**src/rtl/flash_pkg.sv**
```systemverilog
package flash_pkg;
  localparam int DW = 8;

  typedef enum logic [1:0] {
    M_ARRAY  = 2'd0,
    M_STATUS = 2'd1,
    M_PSETUP = 2'd2,
    M_ESETUP = 2'd3
  } mode_e;

  localparam logic [DW-1:0] CMD_READ  = 8'hFF;
  localparam logic [DW-1:0] CMD_STAT  = 8'h70;
  localparam logic [DW-1:0] CMD_CLR   = 8'h50;
  localparam logic [DW-1:0] CMD_PROG  = 8'h40;
  localparam logic [DW-1:0] CMD_ERASE = 8'h20;
  localparam logic [DW-1:0] CMD_CONF  = 8'hD0;
  localparam logic [DW-1:0] SPOILED   = 8'h00;

  localparam int ST_RDY  = 7;
  localparam int ST_EERR = 5;
  localparam int ST_PERR = 4;
  localparam int ST_VPP  = 3;
endpackage

```
**src/rtl/flash_cmd.sv**
```systemverilog
module flash_cmd
  import flash_pkg::*;
(
  input  logic          clk,
  input  logic          rst,
  input  logic          pd_n,
  input  logic          wr,
  input  logic [DW-1:0] din,
  input  logic          busy,
  output mode_e         mode,
  output logic          req_prog,
  output logic          req_erase,
  output logic          seq_err,
  output logic          clr_err
);
  mode_e mode_d;

  always_comb begin
    mode_d    = mode;
    req_prog  = 1'b0;
    req_erase = 1'b0;
    seq_err   = 1'b0;
    clr_err   = 1'b0;
    if (wr) begin
      if (busy) begin
        if (din == CMD_STAT) mode_d = M_STATUS;
      end else begin
        case (mode)
          M_PSETUP: begin
            req_prog = 1'b1;
            mode_d   = M_STATUS;
          end
          M_ESETUP: begin
            if (din == CMD_CONF) req_erase = 1'b1;
            else                 seq_err   = 1'b1;
            mode_d = M_STATUS;
          end
          default: begin
            case (din)
              CMD_READ:  mode_d  = M_ARRAY;
              CMD_STAT:  mode_d  = M_STATUS;
              CMD_CLR:   clr_err = 1'b1;
              CMD_PROG:  mode_d  = M_PSETUP;
              CMD_ERASE: mode_d  = M_ESETUP;
              default:   ;
            endcase
          end
        endcase
      end
    end
  end

  always_ff @(posedge clk) begin
    if (rst || !pd_n) mode <= M_ARRAY;
    else              mode <= mode_d;
  end


  mode_hold_chk: assert property (@(posedge clk) disable iff (rst)
    (!$past(rst) && $past(pd_n) && !$past(wr)) |-> $stable(mode));


  done_keeps_mode_chk: assert property (@(posedge clk) disable iff (rst)
    ($fell(busy) && $past(pd_n) && !$past(rst)) |-> $stable(mode));
endmodule

```
**src/rtl/flash_wsm.sv**
```systemverilog
module flash_wsm
  import flash_pkg::*;
#(
  parameter int AW      = 4,
  parameter int T_PROG  = 6,
  parameter int T_ERASE = 20
) (
  input  logic          clk,
  input  logic          rst,
  input  logic          pd_n,
  input  logic          vpp_ok,
  input  logic          req_prog,
  input  logic          req_erase,
  input  logic          seq_err,
  input  logic          clr_err,
  input  logic [AW-1:0] addr,
  input  logic [DW-1:0] data,
  output logic          busy,
  output logic [7:0]    status,
  output logic          commit_prog,
  output logic          commit_erase,
  output logic          spoil_one,
  output logic          spoil_all,
  output logic [AW-1:0] op_addr,
  output logic [DW-1:0] op_data
);
  localparam int TMAX = (T_PROG > T_ERASE) ? T_PROG : T_ERASE;
  localparam int CW   = $clog2(TMAX + 1);

  logic [CW-1:0] cnt;
  logic          is_erase;
  logic          e_erase, e_prog, e_vpp;
  logic          last;

  assign last         = busy && (cnt == CW'(1));
  assign commit_prog  = pd_n && last && !is_erase;
  assign commit_erase = pd_n && last && is_erase;
  assign spoil_one    = !pd_n && busy && !is_erase;
  assign spoil_all    = !pd_n && busy && is_erase;
  assign status       = {!busy, 1'b0, e_erase, e_prog, e_vpp, 3'b000};

  always_ff @(posedge clk) begin
    if (rst) begin
      busy     <= 1'b0;
      cnt      <= '0;
      is_erase <= 1'b0;
      op_addr  <= '0;
      op_data  <= '0;
      e_erase  <= 1'b0;
      e_prog   <= 1'b0;
      e_vpp    <= 1'b0;
    end else if (!pd_n) begin
      busy    <= 1'b0;
      cnt     <= '0;
      e_erase <= 1'b0;
      e_prog  <= 1'b0;
      e_vpp   <= 1'b0;
    end else begin
      if (busy) begin
        if (last) busy <= 1'b0;
        cnt <= cnt - 1'b1;
      end else if (req_prog) begin
        if (vpp_ok) begin
          busy     <= 1'b1;
          cnt      <= CW'(T_PROG);
          is_erase <= 1'b0;
          op_addr  <= addr;
          op_data  <= data;
        end else begin
          e_vpp  <= 1'b1;
          e_prog <= 1'b1;
        end
      end else if (req_erase) begin
        if (vpp_ok) begin
          busy     <= 1'b1;
          cnt      <= CW'(T_ERASE);
          is_erase <= 1'b1;
        end else begin
          e_vpp   <= 1'b1;
          e_erase <= 1'b1;
        end
      end
      if (seq_err) begin
        e_erase <= 1'b1;
        e_prog  <= 1'b1;
      end
      if (clr_err) begin
        e_erase <= 1'b0;
        e_prog  <= 1'b0;
        e_vpp   <= 1'b0;
      end
    end
  end


  start_idle_chk: assert property (@(posedge clk) disable iff (rst)
    (req_prog || req_erase) |-> !busy);


  vpp_fail_chk: assert property (@(posedge clk) disable iff (rst)
    (pd_n && req_prog && !vpp_ok) |=> (!busy && status[ST_VPP] && status[ST_PERR]));


  pd_clear_chk: assert property (@(posedge clk) disable iff (rst)
    !pd_n |=> (!busy && status[5:3] == 3'b000));
endmodule

```
**src/rtl/flash_array.sv**
```systemverilog
module flash_array
  import flash_pkg::*;
#(
  parameter int DEPTH = 16,
  parameter int AW    = 4
) (
  input  logic          clk,
  input  logic          rst,
  input  logic          wr_en,
  input  logic [AW-1:0] waddr,
  input  logic [DW-1:0] wdata,
  input  logic          wipe,
  input  logic          spoil_one,
  input  logic          spoil_all,
  input  logic [AW-1:0] raddr,
  output logic [DW-1:0] rdata
);
  logic [DW-1:0]    mem [DEPTH];
  logic [DW-1:0]    mem_q;
  logic [DEPTH-1:0] blank, bad;
  logic             blank_q, bad_q;

  always_ff @(posedge clk) begin
    if (wr_en) mem[waddr] <= wdata;
    mem_q <= mem[raddr];
  end

  always_ff @(posedge clk) begin
    if (rst) begin
      blank   <= '1;
      bad     <= '0;
      blank_q <= 1'b1;
      bad_q   <= 1'b0;
    end else begin
      if (wipe) begin
        blank <= '1;
        bad   <= '0;
      end else if (spoil_all) begin
        bad <= '1;
      end else begin
        if (wr_en) begin
          blank[waddr] <= 1'b0;
          bad[waddr]   <= 1'b0;
        end
        if (spoil_one) bad[waddr] <= 1'b1;
      end
      blank_q <= blank[raddr];
      bad_q   <= bad[raddr];
    end
  end

  assign rdata = bad_q ? SPOILED : (blank_q ? '1 : mem_q);


  spoil_all_chk: assert property (@(posedge clk) disable iff (rst)
    (spoil_all && !wipe) |=> (&bad));


  wipe_chk: assert property (@(posedge clk) disable iff (rst)
    wipe |=> ((&blank) && bad == '0));
endmodule

```
**src/rtl/flash_ctl.sv**
```systemverilog
module flash_ctl
  import flash_pkg::*;
#(
  parameter int  DEPTH   = 16,
  parameter int  T_PROG  = 6,
  parameter int  T_ERASE = 20,
  parameter int  T_RECOV = 15,
  localparam int AW      = $clog2(DEPTH)
) (
  input  logic          clk,
  input  logic          rst,
  input  logic          ce_n,
  input  logic          we_n,
  input  logic          oe_n,
  input  logic          pd_n,
  input  logic [AW-1:0] addr,
  input  logic [7:0]    din,
  input  logic          vpp_ok,
  output logic [7:0]    dout,
  output logic          dout_en,
  output logic          rdy
);
  localparam int RW = $clog2(T_RECOV + 1);

  logic [RW-1:0] rc;
  logic          rec_ok, wr, rd;
  mode_e         mode;
  logic          req_prog, req_erase, seq_err, clr_err;
  logic          busy;
  logic [7:0]    status;
  logic          commit_prog, commit_erase, spoil_one, spoil_all;
  logic [AW-1:0] op_addr;
  logic [DW-1:0] op_data, arr_q, stat_q;
  logic          sel_arr_q, rd_q;

  always_ff @(posedge clk) begin
    if (rst)            rc <= '0;
    else if (!pd_n)     rc <= RW'(T_RECOV);
    else if (rc != '0)  rc <= rc - 1'b1;
  end

  assign rec_ok = (rc == '0);
  assign wr     = !ce_n && !we_n && pd_n && rec_ok;
  assign rd     = !ce_n && !oe_n && pd_n && rec_ok;
  assign rdy    = status[ST_RDY];

  flash_cmd u_cmd (
    .clk, .rst, .pd_n, .wr, .din, .busy, .mode,
    .req_prog, .req_erase, .seq_err, .clr_err
  );

  flash_wsm #(.AW(AW), .T_PROG(T_PROG), .T_ERASE(T_ERASE)) u_wsm (
    .clk, .rst, .pd_n, .vpp_ok, .req_prog, .req_erase, .seq_err, .clr_err,
    .addr, .data(din), .busy, .status, .commit_prog, .commit_erase,
    .spoil_one, .spoil_all, .op_addr, .op_data
  );

  flash_array #(.DEPTH(DEPTH), .AW(AW)) u_arr (
    .clk, .rst, .wr_en(commit_prog), .waddr(op_addr), .wdata(op_data),
    .wipe(commit_erase), .spoil_one, .spoil_all, .raddr(addr), .rdata(arr_q)
  );

  always_ff @(posedge clk) begin
    if (rst) begin
      sel_arr_q <= 1'b1;
      stat_q    <= '0;
      rd_q      <= 1'b0;
      dout      <= '0;
      dout_en   <= 1'b0;
    end else begin
      sel_arr_q <= (mode == M_ARRAY);
      stat_q    <= status;
      rd_q      <= rd;
      dout      <= sel_arr_q ? arr_q : stat_q;
      dout_en   <= rd_q && rd;
    end
  end


  pd_quiet_chk: assert property (@(posedge clk) disable iff (rst)
    !pd_n |=> !dout_en);


  recov_chk: assert property (@(posedge clk) disable iff (rst)
    $rose(pd_n) |=> !dout_en);


  read_en_chk: assert property (@(posedge clk) disable iff (rst)
    dout_en |-> (!$past(ce_n) && !$past(oe_n)));
endmodule

```
**config.mk**
```make
export PLATFORM = sky130hd
export DESIGN_NAME = flash_ctl
export DESIGN_NICKNAME = d
export VERILOG_FILES = /design/src/rtl/flash_pkg.sv /design/src/rtl/flash_cmd.sv /design/src/rtl/flash_wsm.sv /design/src/rtl/flash_array.sv /design/src/rtl/flash_ctl.sv
export SDC_FILE = /design/constraint.sdc
export NUM_CORES = 1
export LEC_CHECK = 0
export BUFFER_PORTS_ARGS = -buffer_cell sky130_fd_sc_hd__buf_4
export CORE_MARGIN = 3
export CORE_UTILIZATION = 54
export DETAILED_ROUTE_END_ITERATION = 10
export GPL_ROUTABILITY_DRIVEN = 0
export PLACE_DENSITY = 0.71
export SLEW_MARGIN = 20
export SYNTH_ARGS = -nofsm -noshare
export SYNTH_HDL_FRONTEND = slang
export SYNTH_SLANG_ARGS = --single-unit
export TNS_END_PERCENT = 10
```
**constraint.sdc**
```tcl
create_clock -name clk -period 3.3 [get_ports clk]
set_input_delay 0.33 -clock clk [delete_from_list [all_inputs] [get_ports clk]]
set_output_delay 0.33 -clock clk [all_outputs]
set_load 0.1 [all_outputs]
```
==> results of run 1 <==
## sequential cells by signal, indices dropped and copies added, names as in the netlist, 5 cells and up
signal,cells
u_wsm.cnt,5
dout,8
u_arr.blank,16
u_arr.mem_q,8
u_arr.mem,128
u_wsm.op_data,8
u_arr.bad,16
## stage by stage
step | std cells | area, µm² | worst slack, ps
6_report | 841 | 9680 | 727
3_5_place_dp | 801 | 9000 | 783
2_1_floorplan | 581 | 8540 | 792
5_1_grt | 841 | 9680 | 608
4_1_cts | 841 | 9680 | 754
3_3_place_gp | 801 | 9000 | 856
## worst max-delay path, cell delays in order (launching register included)
cell and delay, ps:
dfxtp_1 340, buf_4 210, nor4b_2 440, nand4b_1 150, buf_4 230, nor3_1 560, buf_4 330
## layout make-up
cell class,instances,area [µm²]
tap,211,264
clock inverter,10,55.1
fill,1154,5630
sequential,213,5550
clock buffer,30,622
multi-input combinational,311,2770
timing repair buffer,48,360
inverter,18,67.6
## cell families after synthesis
logic type      share of synthesized area [%]
mux                                      15.3
fa+ha+maj                               0.586
compound gates                           7.17
simple gates                             8.65
xor+xnor                                0.410
buf+inv                                  2.95
flops                                    64.9
## layout by cell type, fill, tap and decap left out, types with 4 or more instances in the layout
cell type | netlist | layout
ha_1 | 4 | 4
a31oi_1 | 7 | 7
nand2b_1 | 7 | 7
nor4_2 | 0 | 4
o21bai_1 | 10 | 10
mux4_2 | 50 | 50
edfxtp_1 | 128 | 128
o21ai_0 | 18 | 18
and3_1 | 5 | 5
dfxtp_1 | 85 | 85
nand2_1 | 19 | 19
nor3_1 | 19 | 19
buf_4 | 0 | 48
a21o_1 | 7 | 7
clkinv_2 | 0 | 6
o21a_1 | 7 | 7
a21oi_1 | 21 | 21
nand4b_1 | 4 | 4
clkbuf_1 | 28 | 5
a211oi_1 | 7 | 7
mux2i_1 | 18 | 18
inv_1 | 18 | 18
nand3_1 | 6 | 6
nor2b_1 | 11 | 11
nor2_1 | 48 | 48
clkbuf_16 | 0 | 23
## power breakdown
group / total, mW / internal (mW) / switching [mW]
logic: 0.194 / 0.0688 / 0.125
clock network: 2.31 / 1.33 / 0.981
registers: 2.81 / 2.80 / 0.00717
## per-layer routing
metal | share of wire (%) | GRT usage (%)
met3 | 7.6 | 3.40
met1 | 43 | 33.1
met2 | 47 | 34.0
met4 | 2.1 | 6.18
met5 | 0 | 0
## final timing paths
path,to,from
hold / removal,rd_q,oe_n
setup / recovery,u_arr.mem[12][2],u_wsm.busy
setup reg to reg,u_arr.mem[12][2],u_wsm.busy
hold reg to reg,dout_en,rd_q
==> results_dict.tcl, run 1 <==
set metrics [dict create \
    status "complete, no violations" \
    postRouteAntennaNets 0 \
    place.detailed.hpwl_um 11800 \
    viasPerCell 6.08 \
    start_util_pct 55.8 \
    start_kind "flop" \
    skew_ps 13.1 \
    synth_most_common_cell "edfxtp_1" \
    power_leakage_nw 3.80 \
    cts.sinks 213 \
    maxSlewHeadroom_pct 32.0 \
    clk_latency_ps 510 \
    clockBufferDepth 3 \
    grt_max_degree 44 \
    num_antenna_cells 0 \
    ys_ff_latch 213 \
    ys_seq_area_share_pct 64.9 \
    cp-end-kind "flop" \
    first_pass_iters 5 \
    postCtsSetupBuffers 0 \
    netlist_top_cells_area "edfxtp_1 (45%), dfxtp_1 (20%), mux4_2 (13%), mux2i_1 (2.1%), nor2_1 (2.1%)" \
    yosys_warnings 0 \
    groute.usage.overall_pct 22.0 \
    r2r_setup_slack_ps 730 \
    synthTopCellsByCount "edfxtp_1 (128), dfxtp_1 (85), mux4_2 (50)" \
    cp.arrival_ps 2760 \
    cts_made_buffers 22 \
    syn_nets 604 \
    hold_path.class "primary input to flop" \
    fmax_mhz 389 \
    post_cts_resized 0 \
    yosys.area.top_type_share_pct 45.0 \
    cp_max_fo 20 \
    yosysTopAreaCell "edfxtp_1" \
    drive_gt1_share_pct 22.9 \
    ys.flop_type "edfxtp_1" \
    timing.hold.ws_ps 15.9 \
    ir_worst_vdd_uv 372 \
    final_core_util_pct 63.2 \
    max-cap-violations 0 \
    reg2regPathDepth 6 \
    ctsHoldBuffers 0 \
    netlist_instances 581 \
    rows 45 \
    rsz0062_at_grt "false" \
    postSynthAreaPerCell_um2 14.7 \
    critical_path_required_ps 3490 \
    cts.clk_slew.worst_paths_ps 60 \
    first_iter_violations 666 \
    cts_tree "built" \
    synthArstFlopShare_pct 0 \
    ys_types 51 \
    antenna_found_initial 0 \
    syn2layout_area_growth_pct 13.4 \
    grt_pass1_vias 4974 \
    core_area_um2 15300 \
    powerDensity_nw_per_um2 548 \
    setup_viol 0 \
    grt_pass1_wl_um 29600 \
    gr-total-overflow 0 \
    die_area_um2 17400 \
    vias 5116 \
    cts_root_buf "clkbuf_16" \
    tightestPinTransition_ps 1020 \
    p_total_mw 5.31 \
    fin_crit_sh_pct 78.0 \
    die_y_um 132 \
    drc_errors 0 \
    wl_per_cell_um 22.3 \
    pin_count 29 \
    min_period_ps 2570 \
    die-width_um 132 \
    setup_tns_ps 0 \
    final_max_slew_viol_count 0 \
    wl_um 18800 \
    synth_edf_count 128 \
    h-tree-depth 1 \
    fin_nets 637 \
    hold_path_depth 2 \
    finalHoldViolCount 0 \
    critPathKind "flop to flop" \
    numPortBuffers 28 \
    synth_area_um2 8540 \
]
Power figures use the tool's default switching activity.
==> run 2: changes to the inputs <==
- PLACE_DENSITY: 0.71 -> 0.74
- clock period: 3.3 -> 2.1 ns (I/O delays scaled with it)
==> run 2 against run 1 <==
Effect of this change: combinational power is 69% higher; worst hold slack got worse by 4.9 ps; critical path type is now primary input to flop; final cell count increased by 3.1%; sequential cell count unchanged; global-route usage is 0.35 points higher; clock-buffer cell count up 4; clock power rose by 63%; critical endpoint is now u_wsm.cnt[1].
==> results_dict.tcl, run 2 (synthesized netlist as in run 1, its figures left out) <==
set metrics [dict create \
    tightestPinTransition_ps 664 \
    ir_worst_vdd_uv 923 \
    fin_nets 663 \
    wl_um 19300 \
    core_area_um2 15300 \
    fin_cells 867 \
    hold_path.class "primary input to flop" \
    postRouteAntennaNets 0 \
    dp_cells 821 \
    cp_slowest_cell "or4_1" \
    die_y_um 132 \
    status "complete, no violations" \
    post-route-cell-area_um2 9990 \
    final_core_util_pct 65.3 \
    finalHoldViolCount 0 \
    cts.clk_slew.worst_paths_ps 60 \
    viasPerCell 6.01 \
    clk_latency_ps 510 \
    cts.sinks 213 \
    first_pass_iters 5 \
    crit_family "buffers and inverters" \
    final_max_slew_viol_count 0 \
    grt_pass1_wl_um 30200 \
    path_cells "dlygate4sd3_1 > buf_4 > or4_1 > o31ai_1 > buf_4 > a31oi_1 > o31a_1" \
    mostFrequentLayoutCell "edfxtp_1" \
    syn2layout_area_growth_pct 17.0 \
    die-width_um 132 \
    drc_errors 0 \
    min_period_ps 1990 \
    critPathBufInv 3 \
    wl_per_cell_um 22.2 \
    cp-end-kind "flop" \
    critical_path_required_ps 2490 \
    grt_pass1_vias 5154 \
    max-cap-violations 0 \
    power_leakage_nw 3.95 \
    pre_cts_ws_ps -42.8 \
    vias 5215 \
    place_area_um2 9210 \
    groute.usage.overall_pct 22.4 \
    cp.arrival_ps 2370 \
    skew_ps 17.4 \
    first_iter_violations 476 \
    powerDensity_nw_per_um2 852 \
    fin_crit_sh_pct 94.7 \
    die_area_um2 17400 \
    antenna_found_initial 1 \
    p_total_mw 8.51 \
    crit_top_cell "buf_4" \
    top_register "u_arr.mem" \
    cp_max_fo 4 \
    place.detailed.hpwl_um 12500 \
    top_regs "u_arr.mem (128), u_arr.bad (16), u_arr.blank (16)" \
    crit_path_max_incr_delay_ps 590 \
    cts_made_buffers 22 \
    start_kind "primary input" \
    fmax_mhz 503 \
    clockBufferDepth 3 \
    start_util_pct 55.8 \
    num_antenna_cells 0 \
    critPathKind "primary input to flop" \
    setup_tns_ps 0 \
    postCtsSetupBuffers 0 \
    layout_common_cells "edfxtp_1 (128), dfxtp_1 (85), buf_4 (64)" \
    h-tree-depth 1 \
    maxSlewHeadroom_pct 55.6 \
    rsz0062_at_grt "false" \
    setup_viol 0 \
    pin_count 29 \
    cts_tree "built" \
    largest_reg_flops 128 \
    numPortBuffers 28 \
    worst_slack_ps 112 \
    rows 45 \
    gr-total-overflow 0 \
    cts_root_buf "clkbuf_16" \
    grt_max_degree 33 \
    drive_gt1_share_pct 24.8 \
    timing.hold.ws_ps 11.1 \
]
-- run 2: tightest hold or removal path, delay by kind of cell --
family        cells  cell delay, ps
buf+inv           1             130
mux               1              70
simple gates      1              70
-- run 2: report_power, final --
| part | total [mW] | switching [mW] | internal (mW) |
|---|---|---|---|
| Sequential | 4.41 | 0.0112 | 4.40 |
| Combinational | 0.328 | 0.201 | 0.127 |
| Clock | 3.77 | 1.55 | 2.23 |
-- run 2: final cells by class --
type	instances	area, µm²
multi-input cells	311	2790
clock buffers	34	637
fillers	1084	5320
well taps	211	264
repair buffers	74	621
inverters	18	67.6
flip-flops and latches	213	5550
clock inverters	6	70.1
-- run 2: path summary, 6_finish.rpt --
check,from,end,slack (ps),cells after the start
max,din[0],u_wsm.cnt[1],110,7
min,din[6],u_wsm.op_data[6],10,3
max reg2reg,rc[0],rd_q,130,6
min reg2reg,rd_q,dout_en,430,1
-- run 2: repair_timing --
| action | in CTS | in global routing |
|---|---|---|
| hold buffers | 6 | 0 |
| gates resized for setup | 1 | 1 |
| endpoints found under the setup margin | 8 | 33 |
| endpoints found under the hold margin | 5 | 0 |
-- run 2: per-layer routing --
metal | track usage [%] | share of wire (%)
met5 | 0 | 0
met4 | 7.99 | 3.0
met3 | 3.93 | 6.4
met2 | 36.3 | 49
met1 | 30.9 | 42
==> run 3: changes to the inputs <==
- PLACE_DENSITY: 0.74 -> not set
- PLACE_DENSITY_LB_ADDON: not set -> 0.25
==> run 3 against run 2 <==
Effect of this change: sequential share of layout area is 0.30 points lower; worst hold slack better by 6.7 ps; first-iteration DRC count is 4.6% higher; final cell count is 1.0% higher; register-to-register slack hardly changed; global-route usage is 0.64 points higher; final area is 0.54% higher; routed wire length is 2.6% higher; non-clock buffer count is 9 higher; die area stayed put.
==> results_dict.tcl, run 3 (synthesized netlist as in run 1, its figures left out) <==
set metrics [dict create \
    die_y_um 132 \
    status "complete, no violations" \
    antenna_found_initial 0 \
    largest_reg_flops 128 \
    pin_count 29 \
    crit_path_max_incr_delay_ps 610 \
    gr-total-overflow 0 \
    maxSlewHeadroom_pct 59.6 \
    cts.sinks 213 \
    grt_pass1_vias 5363 \
    max-cap-violations 0 \
    cp_max_fo 4 \
    top_register "u_arr.mem" \
    grt_max_degree 33 \
    fmax_mhz 499 \
    critical_path_required_ps 2490 \
    final_max_slew_viol_count 0 \
    tightestPinTransition_ps 606 \
    start_util_pct 55.8 \
    p_switching_mw 1.74 \
    start_kind "primary input" \
    fin_crit_sh_pct 95.4 \
    drc_errors 0 \
    place.detailed.hpwl_um 12900 \
    top_regs "u_arr.mem (128), u_arr.bad (16), u_arr.blank (16)" \
    rows 45 \
    die-width_um 132 \
    cts_root_buf "clkbuf_16" \
    ir_worst_vdd_uv 557 \
    wl_per_cell_um 22.5 \
    fillers 1112 \
    viasPerCell 6.05 \
    critPathBufInv 3 \
    setup_viol 0 \
    min_period_ps 2000 \
    crit_family "buffers and inverters" \
    skew_ps 8.79 \
    power_leakage_nw 3.99 \
    rsz0062_at_grt "false" \
    numPortBuffers 28 \
    critPathKind "primary input to flop" \
    pwr-share-clk_pct 43.7 \
    postRouteAntennaNets 0 \
    fin_nets 672 \
    grt_pass1_wl_um 30900 \
    wl_um 19700 \
    setup_tns_ps 0 \
    h-tree-depth 1 \
    cp.arrival_ps 2390 \
    hold_path.class "primary input to flop" \
    num_antenna_cells 0 \
    swShare_pct 20.6 \
    powerDensity_nw_per_um2 841 \
    cp-end-kind "flop" \
    internal-power_mw 6.70 \
    power_frac_seq_pct 52.2 \
    drive_gt1_share_pct 25.4 \
    first_pass_iters 5 \
    path_cells "dlygate4sd3_1 > buf_4 > or4_1 > o31ai_2 > buf_4 > a31o_2 > a311oi_1" \
    grt_use_met2_pct 36.6 \
    p_comb_share_pct 4.1 \
    crit_top_cell "buf_4" \
    first_iter_violations 498 \
    core_area_um2 15300 \
    die_area_um2 17400 \
    mostFrequentLayoutCell "edfxtp_1" \
    groute.usage.overall_pct 23.0 \
    busiest_layer "met2" \
    clk_latency_ps 510 \
    vias 5297 \
    cts.clk_slew.worst_paths_ps 60 \
    clockBufferDepth 3 \
    finalHoldViolCount 0 \
    p_total_mw 8.45 \
    cts_tree "built" \
    met3_usage_pct 4.89 \
    syn2layout_area_growth_pct 17.7 \
    cp_slowest_cell "or4_1" \
    grt_util_met1_pct 32.3 \
    layout_common_cells "edfxtp_1 (128), dfxtp_1 (85), buf_4 (70)" \
    cts_made_buffers 22 \
    postCtsSetupBuffers 0 \
]
-- run 3: cell type report --
cell class	count	area [µm²]	area share (%)
Tap cell	211	264	2.63
Clock buffer	32	618	6.15
Clock inverter	8	76.3	0.760
Timing Repair Buffer	83	696	6.92
Sequential cell	213	5550	55.2
Inverter	18	67.6	0.672
Multi-Input combinational cell	311	2780	27.7
-- run 3: final timing paths --
kind | cells after the start | end | slack (ps) | from
worst min-delay path | 3 | u_wsm.op_data[4] | 20 | din[4]
worst max register to register | 5 | u_wsm.op_data[3] | 130 | u_wsm.busy
worst min register to register | 1 | dout[1] | 430 | u_arr.mem_q[1]
worst max-delay path | 7 | u_wsm.cnt[3] | 100 | din[0]
-- run 3: per-stage QoR --
step	hold WS [ps]	setup WS (ps)	utilization (%)	instances	area, µm²
5_1_grt	40.0	5.36	65.6	876	10000
3_5_place_dp	390	146	60.4	827	9260
4_1_cts	0.272	135	65.6	876	10000
3_3_place_gp	390	165	60.4	827	9260
6_report	17.8	97.5	65.6	876	10000
2_1_floorplan	294	-323	-	581	8550
-- run 3: power groups by stage --
stage | combinational (mW) | clock [mW] | sequential [mW]
finish | 0.344 | 3.69 | 4.41
global route | 0.368 | 3.93 | 4.41
CTS | 0.345 | 3.76 | 4.41
detailed placement | 0.331 | 0 | 4.50
global placement | 0.324 | 0 | 4.50
floorplan | 0.158 | 0 | 4.56
-- run 3: worst min-delay path: stages --
cell and delay (ps):
buf_4 130, mux2i_1 70, nor2_1 70
-- run 3: what timing repair did --
| action | CTS | global route |
|---|---|---|
| hold buffers | 9 | 0 |
| gates resized for setup | 0 | 1 |
| endpoints found under the hold margin | 8 | 0 |
| setup endpoints to repair | 0 | 3 |
-- run 3: routing by layer --
| layer | routed length (µm) | share of wire, % |
|---|---|---|
| met1 | 8290 | 42 |
| met2 | 9420 | 48 |
| met3 | 1440 | 7.3 |
| met4 | 596 | 3.0 |
| met5 | 0 | 0 |
